--- config.mk ---
export PLATFORM = sky130hd
export DESIGN_NAME = cfg_load_master
export DESIGN_NICKNAME = d
export VERILOG_FILES = /design/src/rtl/cfg_load_pkg.sv /design/src/rtl/cfg_wait_timer.sv /design/src/rtl/cfg_pace_counter.sv /design/src/rtl/cfg_byte_counter.sv /design/src/rtl/cfg_load_master.sv
export SDC_FILE = /design/constraint.sdc
export NUM_CORES = 1
export LEC_CHECK = 0
export BUFFER_PORTS_ARGS = -buffer_cell sky130_fd_sc_hd__buf_2
export CAP_MARGIN = 10
export CORE_ASPECT_RATIO = 0.9
export CORE_UTILIZATION = 42
export CTS_CLUSTER_SIZE = 24
export DETAILED_ROUTE_END_ITERATION = 7
export REMOVE_ABC_BUFFERS = 1
export SLEW_MARGIN = 20
export SYNTH_ARGS = -nofsm -noshare
export SYNTH_HDL_FRONTEND = slang
export SYNTH_HIERARCHICAL = 1
export SYNTH_SLANG_ARGS = --single-unit
--- constraint.sdc ---
create_clock -name clk -period 4.35 [get_ports clk]
set_input_delay 0.2175 -clock clk [delete_from_list [all_inputs] [get_ports clk]]
set_output_delay 0.2175 -clock clk [all_outputs]
set_load 0.02 [all_outputs]
--- src/rtl/cfg_load_pkg.sv ---
package cfg_load_pkg;

    typedef enum logic [4:0] {
        S_IDLE,
        S_PROG,
        S_READY,
        S_SETUP,
        S_FETCH,
        S_CLK_LO,
        S_CLK_HI,
        S_BSY_LO,
        S_BSY_HI,
        S_END_CS,
        S_END_WR,
        S_DONE_CHK,
        S_DN_LO,
        S_DN_HI,
        S_ABORT_CS,
        S_ABORT,
        S_PASS
    } load_state_e;

endpackage

--- src/rtl/cfg_wait_timer.sv ---
module cfg_wait_timer #(
    parameter int LIMIT = 2500000
) (
    input  logic clk,
    input  logic rst_n,
    input  logic restart_i,
    output logic expired_o
);
    localparam int CW = $clog2(LIMIT + 1);

    logic [CW-1:0] cnt_q;

    always_ff @(posedge clk or negedge rst_n) begin
        if (!rst_n) begin
            cnt_q <= '0;
        end else if (restart_i) begin
            cnt_q <= '0;
        end else if (cnt_q != CW'(LIMIT)) begin
            cnt_q <= cnt_q + 1'b1;
        end
    end

    assign expired_o = (cnt_q == CW'(LIMIT));
endmodule

--- src/rtl/cfg_pace_counter.sv ---
module cfg_pace_counter #(
    parameter int W = 8
) (
    input  logic         clk,
    input  logic         rst_n,
    input  logic         load_i,
    input  logic [W-1:0] load_val_i,
    output logic         last_o
);
    logic [W-1:0] cnt_q;

    always_ff @(posedge clk or negedge rst_n) begin
        if (!rst_n) begin
            cnt_q <= '0;
        end else if (load_i) begin
            cnt_q <= load_val_i;
        end else if (cnt_q != '0) begin
            cnt_q <= cnt_q - 1'b1;
        end
    end

    assign last_o = (cnt_q == '0);
endmodule

--- src/rtl/cfg_byte_counter.sv ---
module cfg_byte_counter #(
    parameter int LEN_W = 24
) (
    input  logic             clk,
    input  logic             rst_n,
    input  logic             load_i,
    input  logic [LEN_W-1:0] len_i,
    input  logic             dec_i,
    output logic             zero_o
);
    logic [LEN_W-1:0] left_q;

    always_ff @(posedge clk or negedge rst_n) begin
        if (!rst_n) begin
            left_q <= '0;
        end else if (load_i) begin
            left_q <= len_i;
        end else if (dec_i && (left_q != '0)) begin
            left_q <= left_q - 1'b1;
        end
    end

    assign zero_o = (left_q == '0);
endmodule

--- src/rtl/cfg_load_master.sv ---
module cfg_load_master
    import cfg_load_pkg::*;
#(
    parameter int CLK_HZ      = 250000000,
    parameter int WAIT_US     = 10000,
    parameter int PROG_CYCLES = 100,
    parameter int HALF_CYCLES = 2,
    parameter int LEN_W       = 24,
    parameter bit CHECK_BUSY  = 1'b1
) (
    input  logic             clk,
    input  logic             rst_n,
    input  logic             start_i,
    input  logic [LEN_W-1:0] len_i,
    input  logic             s_valid_i,
    input  logic [7:0]       s_data_i,
    output logic             s_ready_o,
    input  logic             init_n_i,
    input  logic             busy_i,
    input  logic             done_i,
    output logic             prog_n_o,
    output logic             cs_n_o,
    output logic             wr_n_o,
    output logic             cclk_o,
    output logic [7:0]       data_o,
    output logic             busy_o,
    output logic             pass_o,
    output logic             fail_o,
    output logic             abort_o
);
    localparam int TIMEOUT_CYC = (CLK_HZ / 1000000) * WAIT_US;
    localparam int PACE_MAX    = (PROG_CYCLES > HALF_CYCLES) ? PROG_CYCLES : HALF_CYCLES;
    localparam int PACE_W      = $clog2(PACE_MAX + 1);

    load_state_e state_q, state_d;

    logic              pace_last;
    logic              pace_load;
    logic [PACE_W-1:0] pace_val;
    logic              tmo;
    logic              tmo_restart;
    logic              cnt_zero;
    logic              cnt_load;
    logic              cnt_dec;
    logic              busy_hold;
    logic              take_byte;
    logic [7:0]        data_q;
    logic              pass_q, fail_q;

    // Busy stretching is present only when the parameter asks for it
    generate
        if (CHECK_BUSY) begin : g_busy_on
            assign busy_hold = busy_i;
        end else begin : g_busy_off
            assign busy_hold = 1'b0;
        end
    endgenerate

    assign take_byte = (state_q == S_FETCH) && s_valid_i;

    // Next-state logic
    always_comb begin
        state_d = state_q;
        unique case (state_q)
            S_IDLE:     if (start_i) state_d = S_PROG;
            S_PROG:     if (pace_last) state_d = S_READY;
            S_READY: begin
                if (init_n_i && !busy_i) state_d = S_SETUP;
                else if (tmo)            state_d = S_ABORT;
            end
            S_SETUP:    state_d = cnt_zero ? S_END_CS : S_FETCH;
            S_FETCH:    if (s_valid_i) state_d = S_CLK_LO;
            S_CLK_LO:   if (pace_last) state_d = S_CLK_HI;
            S_CLK_HI: begin
                if (pace_last) begin
                    if (busy_hold)     state_d = S_BSY_LO;
                    else if (cnt_zero) state_d = S_END_CS;
                    else               state_d = S_FETCH;
                end
            end
            S_BSY_LO: begin
                if (tmo)            state_d = S_ABORT_CS;
                else if (pace_last) state_d = S_BSY_HI;
            end
            S_BSY_HI: begin
                if (tmo) begin
                    state_d = S_ABORT_CS;
                end else if (pace_last) begin
                    if (busy_hold)     state_d = S_BSY_LO;
                    else if (cnt_zero) state_d = S_END_CS;
                    else               state_d = S_FETCH;
                end
            end
            S_END_CS:   state_d = S_END_WR;
            S_END_WR:   state_d = S_DONE_CHK;
            S_DONE_CHK: begin
                if (done_i)   state_d = S_PASS;
                else if (tmo) state_d = S_ABORT;
                else          state_d = S_DN_LO;
            end
            S_DN_LO: begin
                if (tmo)            state_d = S_ABORT;
                else if (pace_last) state_d = S_DN_HI;
            end
            S_DN_HI: begin
                if (tmo)            state_d = S_ABORT;
                else if (pace_last) state_d = S_DONE_CHK;
            end
            S_ABORT_CS: state_d = S_ABORT;
            S_ABORT:    state_d = S_IDLE;
            S_PASS:     state_d = S_IDLE;
            default:    state_d = S_IDLE;
        endcase
    end

    // State register
    always_ff @(posedge clk or negedge rst_n) begin
        if (!rst_n) state_q <= S_IDLE;
        else        state_q <= state_d;
    end

    // Timed states reload the pace counter on entry
    assign pace_load = (state_d != state_q);
    assign pace_val  = (state_d == S_PROG) ? PACE_W'(PROG_CYCLES - 1)
                                           : PACE_W'(HALF_CYCLES - 1);

    // Each wait phase restarts the timeout once, on entry
    assign tmo_restart = ((state_q == S_PROG)   && (state_d == S_READY))  ||
                         ((state_q == S_CLK_HI) && (state_d == S_BSY_LO)) ||
                         ((state_q == S_END_WR) && (state_d == S_DONE_CHK));

    assign cnt_load = (state_q == S_IDLE) && start_i;
    assign cnt_dec  = take_byte;

    cfg_pace_counter #(.W(PACE_W)) i_pace (
        .clk        (clk),
        .rst_n      (rst_n),
        .load_i     (pace_load),
        .load_val_i (pace_val),
        .last_o     (pace_last)
    );

    cfg_wait_timer #(.LIMIT(TIMEOUT_CYC)) i_timer (
        .clk       (clk),
        .rst_n     (rst_n),
        .restart_i (tmo_restart),
        .expired_o (tmo)
    );

    cfg_byte_counter #(.LEN_W(LEN_W)) i_count (
        .clk    (clk),
        .rst_n  (rst_n),
        .load_i (cnt_load),
        .len_i  (len_i),
        .dec_i  (cnt_dec),
        .zero_o (cnt_zero)
    );

    // Data and result registers
    always_ff @(posedge clk or negedge rst_n) begin
        if (!rst_n) begin
            data_q <= '0;
            pass_q <= 1'b0;
            fail_q <= 1'b0;
        end else begin
            if (take_byte) data_q <= s_data_i;
            if (cnt_load) begin
                pass_q <= 1'b0;
                fail_q <= 1'b0;
            end else if (state_q == S_PASS) begin
                pass_q <= 1'b1;
            end else if (state_q == S_ABORT) begin
                fail_q <= 1'b1;
            end
        end
    end

    // Pin and status outputs decoded from the state
    always_comb begin
        prog_n_o  = 1'b1;
        cs_n_o    = 1'b1;
        wr_n_o    = 1'b1;
        cclk_o    = 1'b1;
        s_ready_o = 1'b0;
        abort_o   = 1'b0;
        unique case (state_q)
            S_PROG:     prog_n_o = 1'b0;
            S_SETUP, S_CLK_HI, S_BSY_HI: begin
                cs_n_o = 1'b0;
                wr_n_o = 1'b0;
            end
            S_FETCH: begin
                cs_n_o    = 1'b0;
                wr_n_o    = 1'b0;
                s_ready_o = 1'b1;
            end
            S_CLK_LO, S_BSY_LO: begin
                cs_n_o = 1'b0;
                wr_n_o = 1'b0;
                cclk_o = 1'b0;
            end
            S_END_CS, S_ABORT_CS: wr_n_o = 1'b0;
            S_DN_LO:    cclk_o  = 1'b0;
            S_ABORT:    abort_o = 1'b1;
            default: ;
        endcase
    end

    assign data_o = data_q;
    assign busy_o = (state_q != S_IDLE);
    assign pass_o = pass_q;
    assign fail_o = fail_q;
endmodule

After elaboration in Yosys (flattened, before gate mapping)
Cells that the tools add are included.
Word-level totals
  register bits after elaboration: 68
  bits of input ports: 39
  output and inout bits: 17
  logic and storage cells: 96
Cells by class
  add/sub/neg operators: 3
  equal/unequal tests: 24
  mux-type cells: 37
  reductions and logical operators: 25
Operators by type and width (count)
  5-bit 2-to-1 mux: 15
  5-bit one-hot mux with 15 select lines: 1
  24-bit 2-to-1 mux: 2
  5-bit by 4-bit == test with 1-bit output, second input constant: 9
  22-bit 2-to-1 mux: 2
  5-bit by 3-bit == test with 1-bit output, second input constant: 5
  24-bit zero test: 1
  24-bit nonzero test: 1
  24-bit by 1-bit subtractor with 24-bit output, second input constant: 1
  22-bit by 1-bit adder with 22-bit output, second input constant: 1
  22-bit == test, second input constant: 1
  22-bit inequality test, second input constant: 1
  7-bit 2-to-1 mux: 3
  5-bit by 2-bit == test with 1-bit output, second input constant: 3
  1-bit 2-to-1 mux: 11
  5-bit by 1-bit == test with 1-bit output, second input constant: 2
  2-bit nonzero test: 5
  4-bit 2-to-1 mux: 2
  8-bit OR reduction: 1
  1-bit logical AND: 7
  7-bit zero test: 1
  7-bit nonzero test: 1
  7-bit by 1-bit subtractor with 7-bit output, second input constant: 1
  6-bit OR reduction: 1
  other kinds (10): 11

Logic depth before layout (Yosys ltp)
Gate-level depths: netlist (run 1).
  depth after elaboration: 11
  gate-level depth with buffers: 18
  gate-level depth less buffers: 14

By module
Netlist (run 1), hierarchy kept.
By module, submodules not included
  cfg_byte_counter: times used 1, cells each 168, area an instance 1492.7 um^2, sequential area each 600.6 um^2
  cfg_load_master: times used 1, cells each 171, area an instance 1362.6 um^2, sequential area each 375.4 um^2
  cfg_wait_timer: times used 1, cells each 127, area an instance 1166.1 um^2, sequential area each 550.5 um^2
  cfg_pace_counter: times used 1, cells each 43, area an instance 434.2 um^2, sequential area each 175.2 um^2

Worst setup path before layout (run 1)
Ideal clock, no wire load.
  kind: register to register
  start: register i_pace.cnt_q[3]
  end: register i_timer.cnt_q[10]
  setup time: 0.132 ns
  data arrival time: 3.002 ns
  required time: 4.218 ns
  path slack: 1.216 ns
  stages on the path, launching flop included: 12
  path buffers: 3
  clock period less this slack: 3.134 ns
  path through: dfrtp_1 > or4_4 > nor2_1 > nand2b_1 > o41ai_1 > a22o_1 > o211ai_1 > o21ai_1 > clkbuf_1 > clkbuf_1 > clkbuf_1 > nor2_1
Between the ends
  cells in the longest elaborated chain, start to end: 9
  elaborated cells between the ends (all ways): 22
  classes of those cells: 3 x eq/ne; 12 x mux; 7 x reduce/logical
Ends and longest elaborated chain
  start, declared: RTL line cfg_pace_counter.sv:10  | logic [W-1:0] cnt_q;
  start signal, assigned: RTL line cfg_pace_counter.sv:16  | cnt_q <= load_val_i;
  start signal, assigned: RTL line cfg_pace_counter.sv:18  | cnt_q <= cnt_q - 1'b1;
  7-bit zero test *: RTL line cfg_pace_counter.sv:22  | assign last_o = (cnt_q == '0);
  named net pace_last: RTL line cfg_load_master.sv:37  | logic pace_last;
  5-bit 2-to-1 mux (on tied branches) (2 in a row)
  5-bit one-hot mux with 15 select lines *: RTL line cfg_load_master.sv:64  | unique case (state_q)
  5-bit by 2-bit == test with 1-bit output or 5-bit by 3-bit == test with 1-bit output (tied branches): RTL line cfg_load_master.sv:128, cfg_load_master.sv:129
  1-bit logical AND (on tied branches): RTL line cfg_load_master.sv:128, cfg_load_master.sv:129
  1-bit logical OR: RTL line cfg_load_master.sv:128  | assign tmo_restart = ((state_q == S_PROG) && (state_d == S_READY)) ||
  1-bit logical OR *: RTL line cfg_load_master.sv:129  | ((state_q == S_CLK_HI) && (state_d == S_BSY_LO)) ||
  named net tmo_restart: RTL line cfg_load_master.sv:41  | logic tmo_restart;
  22-bit 2-to-1 mux or 2-bit nonzero test (tied branches)
  end signal, assigned: RTL line cfg_wait_timer.sv:19  | cnt_q <= cnt_q + 1'b1;
  end, declared: RTL line cfg_wait_timer.sv:11  | logic [CW-1:0] cnt_q;
Mark *: on every way through the listed nets, which the timed path passes. The rest lies on a longest branch.
A chain may end at the register's enable or synchronous reset.

Worst setup path in the final report (run 1)
  start: register i_pace.cnt_q[3]
  end: register i_timer.cnt_q[0]
The elaborated chain is that of the path after synthesis.

==> results.toml, run 1 <==
[clock_network]
cts_buffers = 9
clock_latency_ns = 0.33
htree_levels = 3
cts_setup_buffers = 0
clock_sinks = 68
cts_tree = "done"
clk_pin_slew_worst_paths_ns = 0.05
root_buffer = "clkbuf_16"
clockBufferDepth = 2
cts_resized = 0
cts_hold_buf = 0

[worst_setup_path]
cpPeakStageDelay_ns = 0.59
cp_max_fo = 16
cp_slowest_cell = "o21ai_1"
end_kind = "flop"
crit_chain = "or4_4 -> nor2_1 -> nand2b_1 -> o41ai_1 -> a22o_1 -> o211ai_1 -> o21ai_1 -> nor2_1 -> mux2_2"
critical_path_required_ns = 4.57
crit_arrival_ns = 3.75
cpMostUsedCell = "nor2_1"
criticalPathCategory = "reg -> reg"
critPathBufInv = 0
cp-start-kind = "flop"
critPathTopFamily = "simple AND/OR/NAND/NOR gates"

[yosys]
synth_edf_count = 0
ys_seq_area_share_pct = 38.2
synthCells = 509
muxShareOfSynthArea_pct = 0.730
yosys_warnings = 6
synth_top_area_share_pct = 38.2
synth_ff_type = "dfrtp_1"
synthXorXnorAreaFrac_pct = 6.29
async_flop_share_pct = 100
synth_top_family_by_area = "simple AND/OR/NAND/NOR gates"
synth_area_leader_cell = "dfrtp_1"
syn_avg_cell_area_um2 = 8.75
synth_compound_area_share_pct = 17.4
yosys.area_share.adder_pct = 1.68
synth_cell_type_count = 77
synth-simple-area-share_pct = 30.2
ys_ff_latch = 68
netlist_area_um2 = 4460
ys_top_cells_by_area = "dfrtp_1 (38%), nand2_1 (5.9%), xnor2_1 (4.3%)"

[finish]
antenna_cells = 0
drive_gt1_share_pct = 18.6
final_common_cell = "nand2_1"
final_net_count = 601
final_util_pct = 48.9
syn2layout_area_growth_pct = 12.9
final_cells = 688
final_cell_area_um2 = 5030
mostFrequentLayoutCells = "nand2_1 (70), dfrtp_1 (68), buf_2 (55)"

[grt]
grt_pass1_wl_um = 18300
overflow = 0
first_global_vias = 3813
grt_max_degree = 41
grtUsageTotal_pct = 20.5
antenna_found_initial = 0

[placed_design]
io_buffers = 55
pre_cts_ws_ns = 0.874
routabilityCongestion = 0.909
dp.cells = 674
place_hpwl_um = 7400
placedInstanceArea_um2 = 4770

[detailed_routing]
via_per_inst = 5.70
vias = 3924
routedWlPerCell_um = 15.3
ant_nets = 0
first_iter_violations = 213
drc = 0
drt_wl_total_um = 10500
dr.pass1.iters = 4

[floorplan]
ioPinCount = 56
die_area_um2 = 11000
core_area_um2 = 10300
std_cell_rows = 35
dieHeight_um = 99.7
start_util_pct = 43.3
chipWidth_um = 111

[sta]
grt_setup_unrepaired = "false"
setup_viol = 0
hold_violations = 0
fin_crit_sh_pct = 81.2
slew_headroom_pct = 27.5
drv_slew = 0
setup_slack_ns = 0.818
tightestPinTransition_ns = 1.08
fmax_mhz = 283
holdWs_ns = 0.0444
fin_tns_setup_ns = 0
layout_min_cycle_time_ns = 3.53
fin_skew_ns = 0.00639

[worst_hold_path]
hold_class = "in -> async"

[job]
maxCapViolCount = 0

[power]
internal_power_mw = 1.83
power_frac_clock_pct = 20.4
combPwrFrac_pct = 43.7
ir_worst_vdd_mv = 0.363
power.net_switching_mw = 1.35
pwr-share-seq_pct = 35.8
leakagePower_nw = 2.09
p_sw_share_pct = 42.5
total_power_mw = 3.17
p_per_area_nw_per_um2 = 631

[status]
outcome = "finished, final reports clean"
[metal layers]
layer	GRT usage [%]	up-vias	wire (um)	share of wire [%]
met5	0	-	0	0
met4	6.87	0	161	1.5
met3	4.94	18	573	5.4
met2	31.9	112	4720	45
met1	28.1	1856	5090	48
li1	-	1938	-	-
[cells by family after synthesis]
group / Yosys count
flops: 68
mux: 3
other cells: 2
xor+xnor: 32
buf+inv: 46
compound gates: 112
fa+ha+maj: 6
simple gates: 240
[worst reg2reg max path, delay by kind of cell (launching register included)]
| family | cells | cell delay (ns) |
|---|---|---|
| AOI/OAI and AO/OA | 4 | 1.28 |
| DFF | 1 | 0.42 |
| muxes | 1 | 0.30 |
| and+or+nand+nor | 4 | 1.42 |
[power groups by stage]
stage                     Sequential (mW)  Combinational (mW)  Clock (mW)
after floorplan                      1.13               0.983           0
after global placement               1.13                1.36           0
after detailed placement             1.14                1.38           0
after CTS                            1.13                1.39       0.677
after global routing                 1.18                1.57       0.699
final                                1.14                1.39       0.648
[flip-flops by register name (all words and copies together) (netlist names)]
signal and flops:
state_q 5, fail_o 1, i_timer/cnt_q 22, pass_o 1, data_o 8, i_count/left_q 24
i_pace/cnt_q 7
[Yosys cell counts (2+ instances only)]
master,instances
a221oi_2,3
nor4_2,2
ha_1,6
nor3b_1,4
a21oi_1,17
nand4_1,7
or2_1,2
inv_1,18
a32o_1,2
buf_6,4
nand4_2,3
buf_4,3
a22o_1,3
or4_4,2
o21ai_1,6
or4_1,9
nor4b_2,2
a31oi_1,3
or3_1,8
a21o_1,3
nand3_1,16
o31ai_1,7
nor2b_1,11
o21ai_0,33
and4_1,5
nand3b_1,5
mux2_2,2
o211ai_1,7
conb_1,2
clkbuf_1,10
nand2_1,70
o21a_1,2
xor2_1,10
o22ai_1,4
o21ai_2,3
a211oi_1,4
dfrtp_1,68
and3_1,2
buf_2,8
and2_1,3
xnor2_1,22
nor4_1,16
nor2_1,35
nand2b_1,8
nor3_1,17
[final timing paths]
kind / startpoint / to / slack (ns) / cells after the start
worst min-delay path: rst_n / i_timer/cnt_q[15] / 0.04 / 1
worst max register to register: i_pace/cnt_q[3] / i_timer/cnt_q[0] / 0.82 / 9
worst max-delay path: i_pace/cnt_q[3] / i_timer/cnt_q[0] / 0.82 / 9
worst min register to register: data_o[0] / data_o[0] / 0.47 / 2
min in group clk: s_data_i[3] / data_o[3] / 0.07 / 3
max in group asynchronous: rst_n / i_timer/cnt_q[8] / 3.36 / 2
[area by class of cell]
type | count | area, um2
multi-input combinational | 397 | 2520
clock buffer | 11 | 243
timing repair buffer | 60 | 313
sequential | 68 | 1700
fill | 970 | 5260
tap | 129 | 161
clock inverter | 3 | 15.0
inverter | 20 | 75.1
(Power assumes the default switching activity.)
==> inputs of run 2 (changes only) <==
==> constraint.sdc (replaced) <==
create_clock -name clk -period 3.6 [get_ports clk]
set_input_delay 0.18 -clock clk [delete_from_list [all_inputs] [get_ports clk]]
set_output_delay 0.18 -clock clk [all_outputs]
set_load 0.02 [all_outputs]
==> run 2 against run 1 <==
Effect of this change: power increased by 27%; utilization increased by 1.5 points; setup slack got worse by 0.49 ns; die area unchanged; non-clock buffer count increased by 11; final cell count increased by 1.9%; sequential power increased by 17%; design area increased by 3.1%; first-iteration DRC count increased by 29%; via count increased by 0.13%; fmax increased by 7.8%; critical path type unchanged.
==> results.toml, run 2 (same netlist as run 1, synthesis figures left out) <==
[sta]
fmax_mhz = 305
tightestPinTransition_ns = 0.758
hold_violations = 0
grt_setup_unrepaired = "false"
setup_slack_ns = 0.324
layout_min_cycle_time_ns = 3.28
fin_skew_ns = 0.00675
slew_headroom_pct = 49.4
setup_viol = 0
fin_tns_setup_ns = 0
drv_slew = 0
holdWs_ns = 0.0372
fin_crit_sh_pct = 91.0

[clock_network]
root_buffer = "clkbuf_16"
cts_tree = "done"
clock_sinks = 68
htree_levels = 3
clockBufferDepth = 2
clock_latency_ns = 0.33
cts_buffers = 9
clk_pin_slew_worst_paths_ns = 0.06

[worst_setup_path]
r2r_cells = 11
end_kind = "flop"
crit_arrival_ns = 3.49
crit_end = "i_pace/cnt_q[6]"
reg2reg_from = "i_count/left_q[10]"
cp_max_fo = 14
critical_path_required_ns = 3.81
rrSetupSlack_ns = 0.32
crit_start = "i_count/left_q[10]"
cp-start-kind = "flop"
worstReg2RegEnd = "i_pace/cnt_q[6]"
criticalPathCategory = "reg -> reg"

[finish]
final_cells = 701
final_net_count = 612
syn2layout_area_growth_pct = 16.4
drive_gt1_share_pct = 20.5
multi_input_area_um2 = 2530
regArea_um2 = 1700
mostFrequentLayoutCells = "nand2_1 (70), dfrtp_1 (68), buf_2 (55)"
regMostFlops = "i_count/left_q"
fillerInstances = 983
largest_reg_flops = 24
antenna_cells = 0
final_common_cell = "nand2_1"

[grt]
antenna_found_initial = 0
grt_max_degree = 30
overflow = 0
grt_pass1_wl_um = 18100
first_global_vias = 3875
grtUsageTotal_pct = 20.2

[placed_design]
io_buffers = 55
pre_cts_ws_ns = 0.239
dp.cells = 684
place_hpwl_um = 7630
routabilityCongestion = 0.935

[detailed_routing]
drt_wl_total_um = 10400
vias = 3929
routedWlPerCell_um = 14.9
ant_nets = 0
drc = 0
dr.pass1.iters = 4
via_per_inst = 5.60
first_iter_violations = 274

[floorplan]
std_cell_rows = 35
core_area_um2 = 10300
dieHeight_um = 99.7
start_util_pct = 43.3
die_area_um2 = 11000
ioPinCount = 56
chipWidth_um = 111

[power]
leakagePower_nw = 2.17
ir_worst_vdd_mv = 0.461
p_per_area_nw_per_um2 = 779
total_power_mw = 4.04

[worst_hold_path]
hold_class = "in -> reg"
worstHoldStart = "s_data_i[4]"

[job]
maxCapViolCount = 0

[status]
outcome = "finished, final reports clean"
## run 2: worst min path at each step
stage	to	slack (ns)	depth (start not counted)
after floorplan	data_o[0]	-0.12	0
after global placement	i_timer/cnt_q[18]	0.23	1
after detailed placement	i_timer/cnt_q[18]	0.24	1
after CTS	data_o[0]	0.03	3
after global routing	data_o[4]	0.04	3
final	data_o[4]	0.04	3
## run 2: what timing repair did
action                                  CTS  global route
endpoints found under the setup margin    0             4
resized for setup                         0             2
endpoints found under the hold margin    25             0
hold buffers                              1             0
buffers inserted                          0             0
## run 2: cell type report
cell class              count  share of cell area, %
flip-flops and latches     68                   32.8
repair buffers             71                   7.67
clock inverters             4                   1.40
multi-input cells         397                   48.8
clock buffers              12                   4.75
well taps                 129                   3.11
inverters                  20                   1.45
## run 2: worst max-delay path: stages, from the launching register on
cell       delay [ns]
dfrtp_1          0.40
nor4_1           0.47
and2_1           0.29
nand2_1          0.07
nor2_1           0.36
nand3b_1         0.19
and3_1           0.19
a221oi_2         0.25
and4_1           0.26
a2bb2oi_2        0.15
o21ai_2          0.18
o31a_1           0.34
## run 2: stage by stage
step                      utilization (%)  area [um2]
final                                50.4        5180
after global routing                 50.4        5180
after CTS                            50.3        5180
after detailed placement             47.1        4850
after global placement               47.1        4850
after floorplan                         -        4300
## run 2: per-layer routing
metal / part of all wire (%) / wire length [um] / GRT usage (%) / vias to the layer above
met4: 1.1 / 111 / 6.36 / 0
met1: 50 / 5180 / 28.3 / 1852
met2: 44 / 4610 / 31.0 / 107
met5: 0 / 0 / 0 / -
li1: - / - / - / 1959
met3: 5.0 / 519 / 4.75 / 11
## run 2: power by group
| part | total [mW] | switching (mW) | leakage [nW] | internal, mW |
|---|---|---|---|---|
| clock | 0.944 | 0.320 | 0.153 | 0.624 |
| sequential | 1.33 | 0.297 | 0.872 | 1.04 |
| combinational | 1.76 | 1.02 | 1.15 | 0.743 |
